===== src/rtl/irq_pkg.sv =====
package irq_pkg;

    localparam int NSRC   = 6;
    localparam int SRC_W  = $clog2(NSRC);
    localparam int VEC_W  = 16;
    localparam int REG_W  = 8;

    // Enable register bit positions (software-visible layout)
    localparam int EN_GLOBAL = 7;
    localparam int EN_ADC    = 6;
    localparam int EN_ITMR   = 5;
    localparam int EN_RSVD   = 4;
    localparam int EN_PWM    = 3;
    localparam int EN_EXT1   = 2;
    localparam int EN_TMR0   = 1;
    localparam int EN_EXT0   = 0;

    // Source index equals priority rank: lower index wins
    typedef enum logic [SRC_W-1:0] {
        SRC_EXT0 = 3'd0,
        SRC_TMR0 = 3'd1,
        SRC_EXT1 = 3'd2,
        SRC_PWM  = 3'd3,
        SRC_ITMR = 3'd4,
        SRC_ADC  = 3'd5
    } src_e;

    typedef struct packed {
        logic             active;
        logic [VEC_W-1:0] vec;
    } svc_t;

    function automatic logic [VEC_W-1:0] vec_of(input logic [SRC_W-1:0] s);
        logic [VEC_W-1:0] v;
        case (s)
            SRC_EXT0: v = 16'h0003;
            SRC_TMR0: v = 16'h000B;
            SRC_EXT1: v = 16'h0013;
            SRC_PWM:  v = 16'h0033;
            SRC_ITMR: v = 16'h001B;
            SRC_ADC:  v = 16'h002B;
            default:  v = '0;
        endcase
        return v;
    endfunction

    function automatic int en_bit_of(input int s);
        int b;
        case (s)
            0:       b = EN_EXT0;
            1:       b = EN_TMR0;
            2:       b = EN_EXT1;
            3:       b = EN_PWM;
            4:       b = EN_ITMR;
            default: b = EN_ADC;
        endcase
        return b;
    endfunction

endpackage


===== src/rtl/irq_enable_reg.sv =====
module irq_enable_reg
    import irq_pkg::*;
#(
    parameter int W        = REG_W,
    parameter int RSVD_BIT = EN_RSVD,
    parameter int N        = NSRC
) (
    input  logic         clk,
    input  logic         rst_n,
    input  logic         we,
    input  logic [W-1:0] wdata,
    output logic [W-1:0] q,
    output logic [N-1:0] src_mask
);
    localparam logic [W-1:0] WMASK = ~(W'(1) << RSVD_BIT);

    logic [W-1:0] en_d, en_q;

    always_comb begin
        en_d = en_q;
        if (we) begin
            en_d = wdata & WMASK;
        end
    end

    always_ff @(posedge clk or negedge rst_n) begin
        if (!rst_n) begin
            en_q <= '0;
        end else begin
            en_q <= en_d;
        end
    end

    assign q = en_q;

    for (genvar i = 0; i < N; i++) begin : g_mask
        assign src_mask[i] = en_q[EN_GLOBAL] & en_q[en_bit_of(i)];
    end

endmodule


===== src/rtl/irq_prio_pick.sv =====
module irq_prio_pick #(
    parameter int N     = 6,
    parameter int IDX_W = (N > 1) ? $clog2(N) : 1
) (
    input  logic [N-1:0]     req,
    output logic             any,
    output logic [IDX_W-1:0] idx
);
    always_comb begin
        any = 1'b0;
        idx = '0;
        for (int i = N - 1; i >= 0; i--) begin
            if (req[i]) begin
                any = 1'b1;
                idx = IDX_W'(i);
            end
        end
    end
endmodule


===== src/rtl/irq_svc_state.sv =====
module irq_svc_state
    import irq_pkg::*;
#(
    parameter int VW = VEC_W
) (
    input  logic          clk,
    input  logic          rst_n,
    input  logic          take,
    input  logic          reti,
    input  logic [VW-1:0] vec_in,
    output logic          active,
    output logic [VW-1:0] vec_q
);
    typedef struct packed {
        logic          active;
        logic [VW-1:0] vec;
    } st_t;

    st_t st_d, st_q;

    always_comb begin
        st_d = st_q;
        if (take && !st_q.active) begin
            st_d.active = 1'b1;
            st_d.vec    = vec_in;
        end else if (reti && st_q.active) begin
            st_d.active = 1'b0;
        end
    end

    always_ff @(posedge clk or negedge rst_n) begin
        if (!rst_n) begin
            st_q <= '0;
        end else begin
            st_q <= st_d;
        end
    end

    assign active = st_q.active;
    assign vec_q  = st_q.vec;

endmodule


===== src/rtl/irq_arbiter.sv =====
module irq_arbiter
    import irq_pkg::*;
(
    input  logic             clk,
    input  logic             rst_n,
    input  logic             en_we,
    input  logic [REG_W-1:0] en_wdata,
    output logic [REG_W-1:0] en_rdata,
    input  logic [NSRC-1:0]  src_req,
    output logic             irq_req,
    output logic [VEC_W-1:0] irq_vec,
    input  logic             irq_ack,
    input  logic             reti,
    output logic             in_service,
    output logic [VEC_W-1:0] svc_vec
);
    logic [NSRC-1:0]  src_mask;
    logic [NSRC-1:0]  masked;
    logic             any_pend;
    logic [SRC_W-1:0] win_idx;
    logic             active;

    irq_enable_reg #(.W(REG_W), .RSVD_BIT(EN_RSVD), .N(NSRC)) u_en (
        .clk      (clk),
        .rst_n    (rst_n),
        .we       (en_we),
        .wdata    (en_wdata),
        .q        (en_rdata),
        .src_mask (src_mask)
    );

    assign masked = src_req & src_mask;

    irq_prio_pick #(.N(NSRC), .IDX_W(SRC_W)) u_pick (
        .req (masked),
        .any (any_pend),
        .idx (win_idx)
    );

    always_comb begin
        irq_vec = any_pend ? vec_of(win_idx) : '0;
        irq_req = any_pend && !active;
    end

    irq_svc_state #(.VW(VEC_W)) u_svc (
        .clk    (clk),
        .rst_n  (rst_n),
        .take   (irq_req && irq_ack),
        .reti   (reti),
        .vec_in (irq_vec),
        .active (active),
        .vec_q  (svc_vec)
    );

    assign in_service = active;

endmodule


===== config.mk =====
export PLATFORM = sky130hd
export DESIGN_NAME = irq_arbiter
export DESIGN_NICKNAME = d
export VERILOG_FILES = /design/src/rtl/irq_pkg.sv /design/src/rtl/irq_enable_reg.sv /design/src/rtl/irq_prio_pick.sv /design/src/rtl/irq_svc_state.sv /design/src/rtl/irq_arbiter.sv
export SDC_FILE = /design/constraint.sdc
export NUM_CORES = 1
export LEC_CHECK = 0
export BUFFER_PORTS_ARGS = -buffer_cell sky130_fd_sc_hd__buf_2
export CAP_MARGIN = 40
export CORE_ASPECT_RATIO = 0.9
export CORE_UTILIZATION = 43
export CTS_BUF_LIST = sky130_fd_sc_hd__clkbuf_4
export DETAILED_ROUTE_END_ITERATION = 10
export PLACE_DENSITY_LB_ADDON = 0.3
export SYNTH_ARGS = -nofsm -noshare
export SYNTH_HDL_FRONTEND = slang
export SYNTH_SLANG_ARGS = --single-unit

===== constraint.sdc =====
create_clock -name clk -period 4.39 [get_ports clk]
set_input_delay 0 -clock clk [delete_from_list [all_inputs] [get_ports clk]]
set_output_delay 0 -clock clk [all_outputs]
set_load 0.05 [all_outputs]

Word-level counts from Yosys, hierarchy flattened
Cells that the tools add are included.
{ "op_classes": {"n_eq_ne": 5, "reduce_logical": 7, "n_bitwise": 7, "n_mux": 16} }
{ "op_table": {"columns": ["op", "count"], "rows": [
  ["6-bit case mux with 6 select lines", 1],
  ["3-bit 2-to-1 mux", 6],
  ["16-bit 2-to-1 mux", 1],
  ["1-bit 2-to-1 mux", 8],
  ["1-bit bitwise AND", 6],
  ["6-bit bitwise AND", 1],
  ["3-bit by 2-bit equality test with 1-bit output (second input constant)", 2],
  ["3-bit equality test (second input constant)", 2],
  ["1-bit logical AND", 4],
  ["3-bit by 1-bit equality test with 1-bit output (second input constant)", 1],
  ["3-bit logical NOT", 1],
  ["2-bit nonzero test", 1],
  ["1-bit logical NOT", 1]
]} }
{ "word_totals": {"inputBits": 19, "register_bits": 24, "out_inout_bits": 42} }

Depth between registers and ports, before layout
Gate-level depths: netlist of the first run.
{ "depth": {"word_depth": 12, "ltp_mapped": 4, "depth_no_buf": 4} }

Modules after synthesis
Synthesis of the first run repeated with hierarchy kept, for this count alone.
{ "unflattened": {"cells_unflattened": 100, "area_unflattened_um2": 1287.5} }
{ "modules_own_cells": {"columns": ["mod", "seq_area_each_um2", "cells_each", "area_per_inst_um2", "instances"], "rows": [
  ["irq_svc_state", 425.4, 38, 691.9, 1],
  ["irq_enable_reg", 175.2, 23, 340.3, 1],
  ["irq_arbiter", 0.0, 29, 197.7, 1],
  ["irq_prio_pick", 0.0, 10, 57.6, 1]
]} }

Worst setup path after synthesis of the first run
Ideal clock, no wire load.
{ "synth_path": {"kind": "flip-flop to flip-flop", "from": "reg u_en.en_q[0] (netlist: u_en.q[0])", "to": "reg u_svc.st_q (netlist bit u_svc.vec_q[5])", "slack_ps": 1750, "arrival_ps": 2568, "period_less_slack_ps": 2640, "path_stages_with_launch": 5, "setup_ps": 72, "required_time_ps": 4318, "cell_sequence": "dfrtp_1 -> a22oi_1 -> nand2_1 -> a221oi_1 -> a22o_1"} }
{ "synth_between": {"elab_chain_len": 6} }
{ "synth_rtl": {"columns": ["item", "line", "text"], "rows": [
  ["start, declared", "irq_enable_reg.sv:17", "logic [W-1:0] en_d, en_q;"],
  ["start signal, assigned", "irq_enable_reg.sv:30", "en_q <= en_d;"],
  ["1-bit bitwise AND *", "irq_enable_reg.sv:37", "assign src_mask[i] = en_q[EN_GLOBAL] & en_q[en_bit_of(i)];"],
  ["6-bit bitwise AND *", "irq_arbiter.sv:32", "assign masked = src_req & src_mask;"],
  ["3-bit 2-to-1 mux", "irq_prio_pick.sv:13", "if (req[i]) begin"],
  ["3-bit equality test (tied with other cells)", "irq_pkg.sv:35", "case (s)"],
  ["6-bit case mux with 6 select lines", "irq_pkg.sv:35", null],
  ["16-bit 2-to-1 mux *", "irq_arbiter.sv:41", "irq_vec = any_pend ? vec_of(win_idx) : '0;"],
  ["named net irq_vec[5]", "irq_arbiter.sv:11", "output logic [VEC_W-1:0] irq_vec,"],
  ["end signal, assigned", "irq_svc_state.sv:35", "st_q <= st_d;"],
  ["end, declared", "irq_svc_state.sv:19", "st_t st_d, st_q;"]
]} }
Mark *: on every way through the listed nets, which the timed path passes. The rest lies on a longest branch.
A chain may end at the register's enable or synchronous reset.

Worst setup path in the final report of the first run
{ "layout_path": {"from": "reg u_en.en_q[0] (netlist: u_en.q[0])", "to": "out irq_vec[5]"} }
{ "layout_between": {"elab_chain_len": 6} }
{ "layout_rtl": {"columns": ["item", "line"], "rows": [
  ["1-bit bitwise AND *", "irq_enable_reg.sv:37"],
  ["6-bit bitwise AND *", "irq_arbiter.sv:32"],
  ["3-bit 2-to-1 mux", "irq_prio_pick.sv:13"],
  ["3-bit equality test (tied with other cells)", "irq_pkg.sv:35"],
  ["6-bit case mux with 6 select lines", "irq_pkg.sv:35"],
  ["16-bit 2-to-1 mux *", "irq_arbiter.sv:41"],
  ["end, declared", "irq_arbiter.sv:11"]
]} }
Mark *: on every way between the ends. The rest lies on a longest branch, timed or not.

==> results.json, run 1 <==
{
  "status": "finished clean",
  "fmax_ghz": 0.547,
  "tritoncts": "done",
  "r2r-end": "u_svc.vec_q[3]",
  "final_common_cell": "buf_2",
  "rsz0062_at_grt": "false",
  "worstSetupPathType": "flop to primary output",
  "synth_xor_area_share_pct": 0,
  "cts.sinks": 12,
  "wl_um": 1540,
  "htreeDepth": 1,
  "p_sw_share_pct": 50.1,
  "diodes": 0,
  "finalClockSkew_ps": 6.19,
  "synth_top_area_share_pct": 39.7,
  "worstPathMaxFanout": 4,
  "clk_pin_slew_ps": 80,
  "r2r-start": "u_en.q[5]",
  "p_switching_uw": 206,
  "final.min_clock_period_ps": 1830,
  "synth_area_leaders": "dfrtp_1 (40%), buf_4 (25%), mux2_2 (10%)",
  "worstSetupStartpointType": "flop",
  "synth_area_per_cell_um2": 10.1,
  "synth_compound_area_share_pct": 10.6,
  "fp.dieW_um": 46.2,
  "fin_nets": 140,
  "crit_path_end": "irq_vec[5]",
  "drc": 0,
  "die_h_um": 41.8,
  "gp_congestion": 0.729,
  "clockPowerShare_pct": 17.6,
  "muxShareOfSynthArea_pct": 12.4,
  "grt_max_degree": 13,
  "intPower_uw": 205,
  "drive_gt1_share_pct": 44.2,
  "io_pins": 61,
  "ys_seq_area_share_pct": 39.7,
  "slew_headroom_pct": 66.0,
  "seqPwrFrac_pct": 33.5,
  "cp.required_ps": 4390,
  "vias_per_cell": 4.46,
  "hold_viol": 0,
  "critical_path_arrival_ps": 1830,
  "final_max_slew_viol_count": 0,
  "synthesis.area_um2": 757,
  "yosysUniqueCellTypes": 23,
  "io_buffer_count": 36,
  "dp.cells": 131,
  "setup_tns_ps": 0,
  "drv_cap": 0,
  "power.leakage_nw": 0.522,
  "setup_viol": 0,
  "crit_start": "u_en.q[0]",
  "vias": 642,
  "clk_latency_ps": 280,
  "grt_overflow": 0,
  "yosys_warnings": 0,
  "power.density_nw_per_um2": 422,
  "synth_fa_ha_area_share_pct": 0,
  "fillers": 163,
  "ys_ff_latch": 12,
  "tightestPinTransition_ps": 510,
  "peakVddDrop_mv": 0.235,
  "synth_top_family_by_area": "buffers and inverters",
  "antenna_found_initial": 0,
  "mostFrequentLayoutCells": "buf_2 (36), conb_1 (23), dfrtp_1 (12)",
  "coreArea_um2": 1660,
  "finalCritPeriodShare_pct": 41.7,
  "fp.dieArea_um2": 1930,
  "cts_buffer_depth": 2,
  "synth_simple_gate_area_share_pct": 11.1,
  "clockRootBuffer": "clkbuf_4",
  "hp-class": "input pin to flop",
  "grt_pass1_wl_um": 2540,
  "combPwrFrac_pct": 48.9,
  "drt_iter0_drc": 8,
  "layoutNonFillerInstCount": 144,
  "synth_top_cell_by_area": "dfrtp_1",
  "critPathCaptureType": "primary output",
  "synthCells": 75,
  "cts_buffers": 3,
  "routedWlPerCell_um": 10.7,
  "reg2regPathDepth": 4,
  "grt_pass1_vias": 588,
  "hpwl_um": 1180,
  "grt_usage_pct": 18.5,
  "drtPass1Iterations": 4,
  "antenna_left": 0,
  "start_util_pct": 45.5,
  "syn_to_final_growth_pct": 28.8,
  "r2r_slack_ps": 2750,
  "rows": 14
}
==> stage by stage <==
stage	worst slack (ps)	instance area (um2)	util, %	hold slack, ps	power, mW
2_1_floorplan	1750	840	-	-296	0.313
3_5_place_dp	2750	858	51.6	-106	0.336
6_report	2560	975	58.6	95.9	0.412
5_1_grt	2390	975	58.6	109	0.432
3_3_place_gp	2790	858	51.6	-111	0.333
4_1_cts	2570	975	58.6	99.8	0.413
==> worst max-delay path, cell delays in order, from the launching register on <==
cell	delay, ps
dfrtp_1	410
a22oi_1	310
nand2_1	120
a221oi_1	360
buf_2	340
==> area by class of cell <==
cell class | instances | area [um2] | share of cell area, %
Inverter | 1 | 3.75 | 0.385
Clock inverter | 1 | 3.75 | 0.385
Sequential cell | 12 | 300 | 30.8
Multi-Input combinational cell | 58 | 344 | 35.3
Clock buffer | 3 | 22.5 | 2.31
Timing Repair Buffer | 45 | 270 | 27.7
Tap cell | 24 | 30.0 | 3.08
==> cells by family (layout without fill, tap and decap cells) <==
group | Yosys count | after routing
other | 1 | 23
buffers and inverters | 27 | 50
AND/OR/NAND/NOR | 16 | 16
AO/OA/AOI/OAI | 11 | 11
flip-flops | 12 | 12
multiplexers | 8 | 8
==> worst min-delay path by stage <==
stage / from / end / slack [ps] / depth (start not counted)
floorplan: rst_n / u_en.q[0] / -300 / 0
global placement: rst_n / u_en.q[3] / -110 / 1
detailed placement: rst_n / u_en.q[3] / -110 / 1
CTS: en_we / u_en.q[7] / 100 / 2
global route: en_we / u_en.q[7] / 110 / 2
finish: en_we / u_en.q[0] / 100 / 2
==> synthesized netlist by cell type <==
cell type and number:
a21o_2 1, a21oi_1 3, a221oi_1 1, a222oi_1 1
a22o_1 2, a22oi_1 1, and2_2 1, and3_2 2
buf_4 25, clkbuf_1 1, conb_1 1, dfrtp_1 12
inv_1 1, mux2_2 7, mux2_4 1, nand2_1 8
nand2_2 1, nand2b_1 1, nand3_1 1, nand3_2 1
nor2_1 1, o21ai_0 1, o31ai_1 1
==> sequential cells by signal, summed over array words and instances (netlist names) <==
name,count
u_svc.active,1
u_en.q,7
u_svc.vec_q,4
==> power groups by stage <==
stage	registers [mW]	clock network, mW	logic [mW]
CTS	0.138	0.0730	0.202
floorplan	0.193	0	0.120
global placement	0.139	0	0.193
detailed placement	0.140	0	0.196
global route	0.140	0.0791	0.212
finish	0.138	0.0725	0.201
==> what timing repair did <==
action                    in CTS  in global routing
buffers inserted               0                  0
hold endpoints to repair      20                  0
hold buffers                   9                  0
gates resized for setup        0                  0
==> routing by layer <==
layer	GRT usage (%)	vias to the layer above	part of all wire, %
met5	0	-	0
met4	7.06	0	0.65
met3	4.35	2	6.7
met2	31.5	36	55
met1	21.5	305	38
li1	-	299	-
Power figures use the tool's default switching activity.
==> inputs of run 2 (changes only) <==
--- a/config.mk
+++ b/config.mk
@@ -8,7 +8,7 @@
 export BUFFER_PORTS_ARGS = -buffer_cell sky130_fd_sc_hd__buf_2
 export CAP_MARGIN = 40
 export CORE_ASPECT_RATIO = 0.9
-export CORE_UTILIZATION = 43
+export CORE_UTILIZATION = 36
 export CTS_BUF_LIST = sky130_fd_sc_hd__clkbuf_4
 export DETAILED_ROUTE_END_ITERATION = 10
 export PLACE_DENSITY_LB_ADDON = 0.3
==> constraint.sdc (replaced) <==
create_clock -name clk -period 1.66 [get_ports clk]
set_input_delay 0 -clock clk [delete_from_list [all_inputs] [get_ports clk]]
set_output_delay 0 -clock clk [all_outputs]
set_load 0.05 [all_outputs]
==> run 2 against run 1 <==
Effect of this change: design area up 13%; register-to-register slack lost 2600 ps; sequential cell count unchanged; first-iteration DRC count increased by 25%; clock skew is 0.89 ps lower; worst setup slack got worse by 2500 ps; die area grew 19%; worst hold slack better by 13 ps; combinational power grew to 3.0 times the previous value; critical endpoint is now irq_vec[3]; largest cell class unchanged; largest power group unchanged.
==> results.json, run 2 (synthesis gave the netlist of run 1 again) <==
{
  "rows": 15,
  "grt_pass1_wl_um": 2400,
  "setup_tns_ps": 0,
  "final_common_cell": "buf_2",
  "hpwl_um": 1180,
  "peakVddDrop_mv": 0.553,
  "coreArea_um2": 1950,
  "path_cells": "buf_4 > a22o_1 > a21o_2 > a21oi_4 > buf_6",
  "die_h_um": 45.5,
  "cts.sinks": 12,
  "final.min_clock_period_ps": 1590,
  "vias_per_cell": 4.34,
  "io_buffer_count": 36,
  "htreeDepth": 1,
  "hp-class": "input pin to flop",
  "fin_ws_ps": 74.9,
  "largest_register_ffs": 7,
  "layoutNonFillerInstCount": 149,
  "cts_buffer_depth": 2,
  "power.density_nw_per_um2": 1060,
  "start_util_pct": 38.8,
  "cts_buffers": 3,
  "cpPeakStageDelay_ps": 410,
  "clk_pin_slew_ps": 70,
  "fp.dieArea_um2": 2290,
  "drive_gt1_share_pct": 54.0,
  "worstPathMaxFanout": 4,
  "fmax_ghz": 0.631,
  "mostFrequentLayoutCells": "buf_2 (30), conb_1 (23), dlygate4sd3_1 (9)",
  "drv_cap": 0,
  "dp.cells": 134,
  "placed_area_um2": 916,
  "grt_overflow": 0,
  "pre_cts_slack_ps": 120,
  "tritoncts": "done",
  "clockRootBuffer": "clkbuf_4",
  "fin_nets": 144,
  "finalClockSkew_ps": 5.31,
  "cp.required_ps": 1660,
  "grt_max_degree": 13,
  "drt_iter0_drc": 10,
  "vias": 647,
  "syn_to_final_growth_pct": 45.0,
  "power_mw": 1.16,
  "finalCritPeriodShare_pct": 95.5,
  "power.leakage_nw": 0.554,
  "final_max_slew_viol_count": 0,
  "diodes": 0,
  "grt_usage_pct": 14.4,
  "critPathCaptureType": "primary output",
  "drtPass1Iterations": 4,
  "critical_path_arrival_ps": 1590,
  "clk_latency_ps": 260,
  "setup_viol": 0,
  "status": "finished clean",
  "antenna_found_initial": 0,
  "grt_pass1_vias": 551,
  "crit_slowest_cell": "dfrtp_2",
  "antenna_left": 0,
  "fp.dieW_um": 50.3,
  "rsz0062_at_grt": "true",
  "drc": 0,
  "routedWlPerCell_um": 10.2,
  "fillers": 177,
  "wl_um": 1520,
  "fin_area_um2": 1100,
  "hold_viol": 0,
  "io_pins": 61,
  "gp_congestion": 0.665,
  "worstSetupStartpointType": "flop",
  "worstSetupPathType": "flop to primary output"
}
-- run 2: path summary, 6_finish.rpt --
check	depth (start not counted)	start	to	slack, ps
hold reg to reg	1	u_svc.vec_q[1]	u_svc.vec_q[1]	500
setup / recovery	5	u_en.q[2]	irq_vec[3]	70
hold / removal	2	en_we	u_en.q[6]	110
max in group asynchronous	2	rst_n	u_en.q[5]	1300
setup reg to reg	5	u_en.q[5]	u_svc.vec_q[3]	160
min in group asynchronous	2	rst_n	u_en.q[3]	140
-- run 2: final cells by class --
class | count | area (um2) | area share, %
Clock buffer | 4 | 30.0 | 2.74
Inverter | 1 | 3.75 | 0.342
Multi-Input combinational cell | 58 | 390 | 35.6
Sequential cell | 12 | 308 | 28.1
Tap cell | 25 | 31.3 | 2.85
Timing Repair Buffer | 49 | 334 | 30.4
-- run 2: report_power, final --
group          leakage, nW  switching [mW]  internal, mW
registers            0.136          0.0306         0.335
clock network       0.0184          0.0899         0.109
logic                0.400           0.429         0.168
-- run 2: repair_timing --
item                                   CTS  global route
endpoints found under the hold margin   20             0
pin swaps                                2             2
hold buffers                             9             0
gates resized for setup                  8             7
setup endpoints to repair                4             5
buffers inserted                         2             0
-- run 2: routing by layer --
metal	wire, um	part of all wire (%)	track usage (%)	up-vias
met5	0	0	0	-
met4	12	0.79	6.67	0
met3	125	8.2	4.00	2
met2	686	45	23.7	39
met1	694	46	17.8	295
li1	-	-	-	311
-- run 2: critical path, delay by kind of cell, from the launching register on --
family	cells	cell delay, ps
DFF	1	410
buffers and inverters	2	330
AOI/OAI and AO/OA	3	580
-- run 2: per-stage QoR --
stage / hold slack, ps / util, %
after global routing: 107 / 56.2
after detailed placement: -111 / 46.9
after floorplan: -296 / -
after global placement: -110 / 46.9
final: 109 / 56.2
after CTS: 86.9 / 55.0
==> inputs of run 3 (changes only) <==
--- a/config.mk
+++ b/config.mk
@@ -8,7 +8,7 @@
 export BUFFER_PORTS_ARGS = -buffer_cell sky130_fd_sc_hd__buf_2
 export CAP_MARGIN = 40
 export CORE_ASPECT_RATIO = 0.9
-export CORE_UTILIZATION = 36
+export CORE_UTILIZATION = 43
 export CTS_BUF_LIST = sky130_fd_sc_hd__clkbuf_4
 export DETAILED_ROUTE_END_ITERATION = 10
 export PLACE_DENSITY_LB_ADDON = 0.3
==> constraint.sdc (replaced) <==
create_clock -name clk -period 1.84 [get_ports clk]
set_input_delay 0 -clock clk [delete_from_list [all_inputs] [get_ports clk]]
set_output_delay 0 -clock clk [all_outputs]
set_load 0.05 [all_outputs]
==> run 3 against run 2 <==
Effect of this change: critical path depth stayed put; final cell count is 1.3% lower; clock power is 18% lower; die area is 16% lower; sequential cell count stayed put.
==> results.json, run 3 (synthesis gave the netlist of run 1 again) <==
{
  "status": "finished clean",
  "antenna_found_initial": 0,
  "path_cells": "a222oi_1 > buf_4 > nand3_2 > and3_2 > buf_2",
  "placed_area_um2": 895,
  "fmax_ghz": 0.573,
  "vias": 651,
  "power.leakage_nw": 0.543,
  "final.min_clock_period_ps": 1750,
  "grt_pass1_wl_um": 2520,
  "vias_per_cell": 4.43,
  "finalClockSkew_ps": 2.75,
  "cts_buffers": 3,
  "grt_overflow": 0,
  "crit_slowest_cell": "dfrtp_1",
  "cts_buffer_depth": 2,
  "io_pins": 61,
  "critical_path_arrival_ps": 1750,
  "layoutNonFillerInstCount": 147,
  "hp-start": "src_req[1]",
  "rows": 14,
  "clockRootBuffer": "clkbuf_4",
  "path_buf_inv": 2,
  "tritoncts": "done",
  "coreArea_um2": 1660,
  "worstPathMaxFanout": 5,
  "clk_pin_slew_ps": 80,
  "final_max_slew_viol_count": 0,
  "r2r_slack_ps": 250,
  "antenna_left": 0,
  "power_uw": 998,
  "start_util_pct": 45.5,
  "hold_viol": 0,
  "fillers": 142,
  "drc": 0,
  "drive_gt1_share_pct": 48.0,
  "hpwl_um": 1130,
  "r2r-start": "u_en.q[2]",
  "crit_start": "u_en.q[2]",
  "fp.dieArea_um2": 1930,
  "power.density_nw_per_um2": 968,
  "setup_viol": 0,
  "fin_nets": 143,
  "finalCritPeriodShare_pct": 94.9,
  "drt_iter0_drc": 16,
  "dp.cells": 132,
  "fp.dieW_um": 46.2,
  "crit_family": "flip-flops",
  "drtPass1Iterations": 4,
  "grt_usage_pct": 17.9,
  "cpPeakStageDelay_ps": 440,
  "io_buffer_count": 36,
  "final_common_cell": "buf_2",
  "clk_latency_ps": 260,
  "fin_area_um2": 1030,
  "mostFrequentLayoutCells": "buf_2 (36), conb_1 (23), dfrtp_1 (12)",
  "peakVddDrop_mv": 0.770,
  "hp-class": "input pin to flop",
  "routedWlPerCell_um": 10.2,
  "grt_pass1_vias": 580,
  "drv_cap": 0,
  "worstSetupStartpointType": "flop",
  "largest_register_ffs": 7,
  "syn_to_final_growth_pct": 36.2,
  "htreeDepth": 1,
  "critPathCaptureType": "primary output",
  "cts.sinks": 12,
  "die_h_um": 41.8,
  "worstSetupPathType": "flop to primary output",
  "wl_um": 1490,
  "diodes": 0,
  "gp_congestion": 0.726,
  "setup_tns_ps": 0,
  "fin_util_pct": 62.0,
  "grt_max_degree": 13,
  "cp.required_ps": 1840
}
run 3: worst paths after layout:
kind	endpoint	depth (start not counted)
max in group asynchronous	u_en.q[7]	2
max	irq_req	5
min in group asynchronous	u_svc.vec_q[1]	2
max reg2reg	u_svc.vec_q[3]	5
min	u_svc.vec_q[4]	4
min reg2reg	u_svc.vec_q[1]	1
run 3: stage by stage:
step           setup WS [ps]  hold WS (ps)
2_1_floorplan          -37.9          -296
3_3_place_gp             314          -112
3_5_place_dp             283          -107
4_1_cts                  107           112
5_1_grt                -53.7           116
6_report                94.5          83.7
run 3: final cells by class:
type / instances / area (um2) / share of cell area, %
Clock inverter: 1 / 3.75 / 0.364
Sequential cell: 12 / 300 / 29.1
Clock buffer: 3 / 22.5 / 2.18
Tap cell: 24 / 30.0 / 2.91
Multi-Input combinational cell: 58 / 378 / 36.7
Timing Repair Buffer: 48 / 293 / 28.4
Inverter: 1 / 3.75 / 0.364
run 3: where the power goes:
part	switching [mW]	internal [mW]	leakage [nW]
Sequential	0.0307	0.300	0.142
Clock	0.0857	0.0782	0.0154
Combinational	0.378	0.126	0.386
run 3: metal layers:
metal  share of wire (%)  global-route usage, %
met3                 6.1                   3.91
met4                0.67                   3.53
met5                   0                      0
met2                  52                   29.3
met1                  42                   23.9
run 3: tightest hold or removal path, delay by kind of cell:
| family | cells | cell delay (ps) |
|---|---|---|
| buffers and inverters | 1 | 100 |
| AOI/OAI and AO/OA | 3 | 210 |
run 3: repair_timing:
action | in CTS | in global routing
setup endpoints to repair | 0 | 4
setup buffers | 0 | 2
endpoints found under the hold margin | 20 | 0
gates resized for setup | 0 | 1
hold buffers | 9 | 0
